`src/rtl/routing_xbar.sv`:
```
module routing_xbar #(
  parameter int PINS = 7,
  parameter int SELW = 3
) (
  input  logic            clk,
  input  logic            rst_n,
  input  logic            wr_en,
  input  logic            wr_addr,
  input  logic [7:0]      wr_data,
  input  logic [PINS-1:0] a_in,
  input  logic [PINS-1:0] b_in,
  output logic [PINS-1:0] a_out,
  output logic [PINS-1:0] a_oe,
  output logic [PINS-1:0] b_out,
  output logic [PINS-1:0] b_oe
);
  localparam int FW = SELW + 1;
  localparam int NF = 2 * PINS;
  localparam int PW = NF * FW;
  localparam int NS = 1 << SELW;

  logic [PW-1:0] shadow_q, active_q;
  logic [NS-1:0] a_ext, b_ext;

  wire shift_wr  = wr_en & ~wr_addr;
  wire strobe_wr = wr_en & wr_addr;

  always_ff @(posedge clk or negedge rst_n) begin
    if (!rst_n) begin
      shadow_q <= '0;
      active_q <= '0;
    end else begin
      if (shift_wr)  shadow_q <= {wr_data[0], shadow_q[PW-1:1]};
      if (strobe_wr) active_q <= shadow_q;
    end
  end

  always_comb begin
    a_ext = '0;
    b_ext = '0;
    a_ext[PINS-1:0] = a_in;
    b_ext[PINS-1:0] = b_in;
  end

  for (genvar i = 0; i < PINS; i++) begin : g_pin
    wire [SELW-1:0] sel_a = active_q[i*FW +: SELW];
    wire            en_a  = active_q[i*FW + SELW];
    wire [SELW-1:0] sel_b = active_q[(i+PINS)*FW +: SELW];
    wire            en_b  = active_q[(i+PINS)*FW + SELW];

    assign a_oe[i]  = en_a;
    assign a_out[i] = en_a & b_ext[sel_a];
    assign b_oe[i]  = en_b;
    assign b_out[i] = en_b & a_ext[sel_b];

    a_r7_nopin_a: assert property (@(posedge clk) disable iff (!rst_n)
      (a_oe[i] && int'(sel_a) >= PINS) |-> !a_out[i]);
    a_r7_nopin_b: assert property (@(posedge clk) disable iff (!rst_n)
      (b_oe[i] && int'(sel_b) >= PINS) |-> !b_out[i]);
    a_r8_idle_a: assert property (@(posedge clk) disable iff (!rst_n)
      !a_oe[i] |-> !a_out[i]);
    a_r8_idle_b: assert property (@(posedge clk) disable iff (!rst_n)
      !b_oe[i] |-> !b_out[i]);
  end

  a_r2_shift_bit0: assert property (@(posedge clk) disable iff (!rst_n)
    shift_wr |=> shadow_q[PW-1] == $past(wr_data[0]));
  a_r4_strobe_copy: assert property (@(posedge clk) disable iff (!rst_n)
    strobe_wr |=> active_q == $past(shadow_q));
  a_r5_hold_enables: assert property (@(posedge clk) disable iff (!rst_n)
    !strobe_wr |=> $stable({a_oe, b_oe}));
endmodule

```
`config.mk`:
```
export PLATFORM = sky130hd
export DESIGN_NAME = routing_xbar
export DESIGN_NICKNAME = d
export VERILOG_FILES = /design/src/rtl/routing_xbar.sv
export SDC_FILE = /design/constraint.sdc
export NUM_CORES = 1
export LEC_CHECK = 0
export ABC_AREA = 1
export BUFFER_PORTS_ARGS = -buffer_cell sky130_fd_sc_hd__buf_2
export CAP_MARGIN = 20
export CORE_MARGIN = 5
export CORE_UTILIZATION = 50
export CTS_CLUSTER_SIZE = 16
export DETAILED_ROUTE_END_ITERATION = 12
export PLACE_DENSITY_LB_ADDON = 0.15
export SLEW_MARGIN = 30
export SYNTH_ARGS = -nofsm -noshare
export SYNTH_HDL_FRONTEND = slang
export SYNTH_SLANG_ARGS = --single-unit
```
`constraint.sdc`:
```
create_clock -name clk -period 1.8 [get_ports clk]
set_input_delay 0.54 -clock clk [delete_from_list [all_inputs] [get_ports clk]]
set_output_delay 0.54 -clock clk [all_outputs]
set_load 0.02 [all_outputs]
```
==> impl_metrics.yaml <==
worst_setup_path:
  critical_path_arrival_ps: 1450
  endpoint_kind: "output port"
  cp-startpoint: "active_q[28]$_DFFE_PN0P_"
  timing.rr.start: "active_q[36]$_DFFE_PN0P_"
  worstPathMaxFanout: 5
  cp_cell_sequence: "inv_2 -> nand3_2 -> nand2_2 -> inv_2 -> nand2_2 -> nand2_1 -> nor2_1 -> buf_4"
  reg2regPathDepth: 4
  critical_path_class: "reg2out"
  worst_ep_required_time_ps: 1260
  endpoint: "b_out[0]"
  critPathSlowestCell: "dfrtp_2"
  cp-start-kind: "flop"
  r2r_slack_ps: 860
  r2r_end: "active_q[36]$_DFFE_PN0P_"
  max_stage_delay_ps: 450
pwr:
  p_total_w: 0.00763
  power_density_nw_per_um2: 1150
  leakage_nw: 3.28
  vdd_ir_drop_max_v: 0.000873
clock_tree:
  cts_made_buffers: 9
  clk_latency_ps: 350
  htree_levels: 3
  cts_hold_buffers: 0
  clockBufferDepth: 2
  cts.clk_slew.worst_paths_ps: 70
  cts_tree: "done"
  cts-root-buf: "clkbuf_16"
  cts.sinks: 112
finish:
  final.fill_count: 1000
  diodes: 0
  layout.nets: 793
  syn2layout_area_growth_pct: 16.4
  instances_no_fill: 914
  fin_area_um2: 6630
  drive_above_1_share_pct: 27.8
global_routing:
  grt_max_degree: 49
  antenna_found_initial: 0
  grt_usage_pct: 18.8
  grt_pass1_vias: 4458
  grt_pass1_wl_um: 20300
  grt.overflow.total: 0
synthesis:
  ys_seq_area_share_pct: 49.2
  ys_types: 16
  yosysTopAreaCell: "dfrtp_1"
  ys_warn_count: 0
  synth_area_leaders: "dfrtp_1 (49%), nand2_1 (16%), o21ai_2 (8.3%), inv_1 (7.2%), nand3_1 (4.8%)"
  syn_nets: 737
  synth.top_cell.area_share_pct: 49.2
  synth_seq_cells: 112
  syn_avg_cell_area_um2: 8.02
  synth_cells: 711
  netlist_area_um2: 5700
timing:
  finalHoldViolCount: 0
  finalSetupViolCount: 14
  min_period_ps: 1990
  finalSetupTns_ps: -1890
  slew_headroom_pct: 71.2
  worst_pin_slew_ps: 432
  fmax_mhz: 503
  rsz0062_at_grt: "true"
  timing.final.crit_share_pct: 110
  clock_skew_ps: 4.42
  maxSlewViolCount: 0
  fin_ws_ps: -187
floorplanning:
  rows: 39
  io_pins: 54
  dieArea_um2: 13600
  initial_core_util_pct: 50.6
  fp.dieW_um: 117
  die_y_um: 117
  core_um2: 11300
place:
  preCtsSetupSlack_ps: -113
  io_buffers: 46
  dp_cells: 888
  dpl-instance-area_um2: 6050
  gp_congestion: 0.802
  hpwl_um: 8100
run_status:
  status: "finished with violations"
  violations: "setup timing"
route:
  remaining_drc_errors: 0
  wl_per_cell_um: 13.0
  antenna_left: 0
  drt-initial-drc-count: 252
  wirelength_um: 11900
  vias: 4503
  first_pass_iters: 5
  vias_per_cell: 4.93
run:
  maxCapViolations: 0
hold_path:
  min_path_type: "in2async"
critical path, delay by kind of cell (launching register included):
family / cells / cell delay (ps)
flops: 1 / 450
simple gates: 5 / 350
buf+inv: 3 / 280
area by class of cell:
type | count | area (um2) | area share, %
clock buffers | 10 | 239 | 3.60
clock inverters | 5 | 63.8 | 0.962
inverters | 110 | 413 | 6.22
multi-input cells | 451 | 2250 | 33.9
flip-flops and latches | 112 | 2810 | 42.4
well taps | 143 | 179 | 2.70
repair buffers | 83 | 679 | 10.2
power breakdown:
group | internal [W] | total [W] | switching, W | leakage, nW
registers | 0.00304 | 0.00347 | 0.000432 | 1.49
logic | 0.000860 | 0.00211 | 0.00125 | 1.65
clock network | 0.00112 | 0.00205 | 0.000928 | 0.146
total | 0.00502 | 0.00763 | 0.00261 | 3.28
repair_timing:
item	4_1_cts	5_1_grt
pin swaps	33	9
endpoints found under the setup margin	14	14
buffers inserted	9	2
resized for setup	60	19
state kept, by name, summed over array words and instances, names as in the netlist:
name / cells
active_q: 56
shadow_q: 56
worst min-delay path by stage:
stage | to | slack, ps | cells past startpoint
2_1_floorplan | active_q[0]$_DFFE_PN0P_ | 240 | 0
3_3_place_gp | shadow_q[54]$_DFFE_PN0P_ | 470 | 2
3_5_place_dp | shadow_q[7]$_DFFE_PN0P_ | 470 | 2
4_1_cts | active_q[35]$_DFFE_PN0P_ | 120 | 1
5_1_grt | active_q[35]$_DFFE_PN0P_ | 140 | 1
6_report | shadow_q[34]$_DFFE_PN0P_ | 120 | 1
cell families (layout without fill, tap and decap cells):
group | Yosys count | count (layout) | share of synthesized area (%)
buf+inv | 148 | 208 | 13.6
compound gates | 112 | 112 | 13.4
flops | 112 | 112 | 49.2
simple gates | 339 | 339 | 23.8
Yosys cell counts:
master,number
inv_1,110
buf_8,4
nand2_1,246
nand3_1,55
clkbuf_1,5
buf_4,14
buf_6,12
buf_12,2
o21ai_0,45
nand2_2,6
nor2_1,32
o21ai_2,54
o21ai_1,11
clkbuf_2,1
a21oi_1,2
dfrtp_1,112
routing by layer:
| layer | GRT usage (%) | wire length, um |
|---|---|---|
| met2 | 30.5 | 5660 |
| met4 | 7.72 | 257 |
| met1 | 24.3 | 5460 |
| met5 | 0 | 0 |
| met3 | 4.20 | 488 |
placed cells by master, fill, tap and decap left out, drive strengths merged:
cell      count
clkinv        1
clkinvlp      1
nand2       252
nand3        55
buf          83
clkbuf       10
o21ai       110
a21oi         2
bufinv        1
inv         112
nor2         32
dfrtp       112
stage by stage:
stage	hold WS, ps	utilization [%]
6_report	122	58.9
5_1_grt	144	58.9
3_3_place_gp	465	53.7
2_1_floorplan	244	-
4_1_cts	120	58.4
3_5_place_dp	469	53.7
Power figures use the tool's default switching activity.
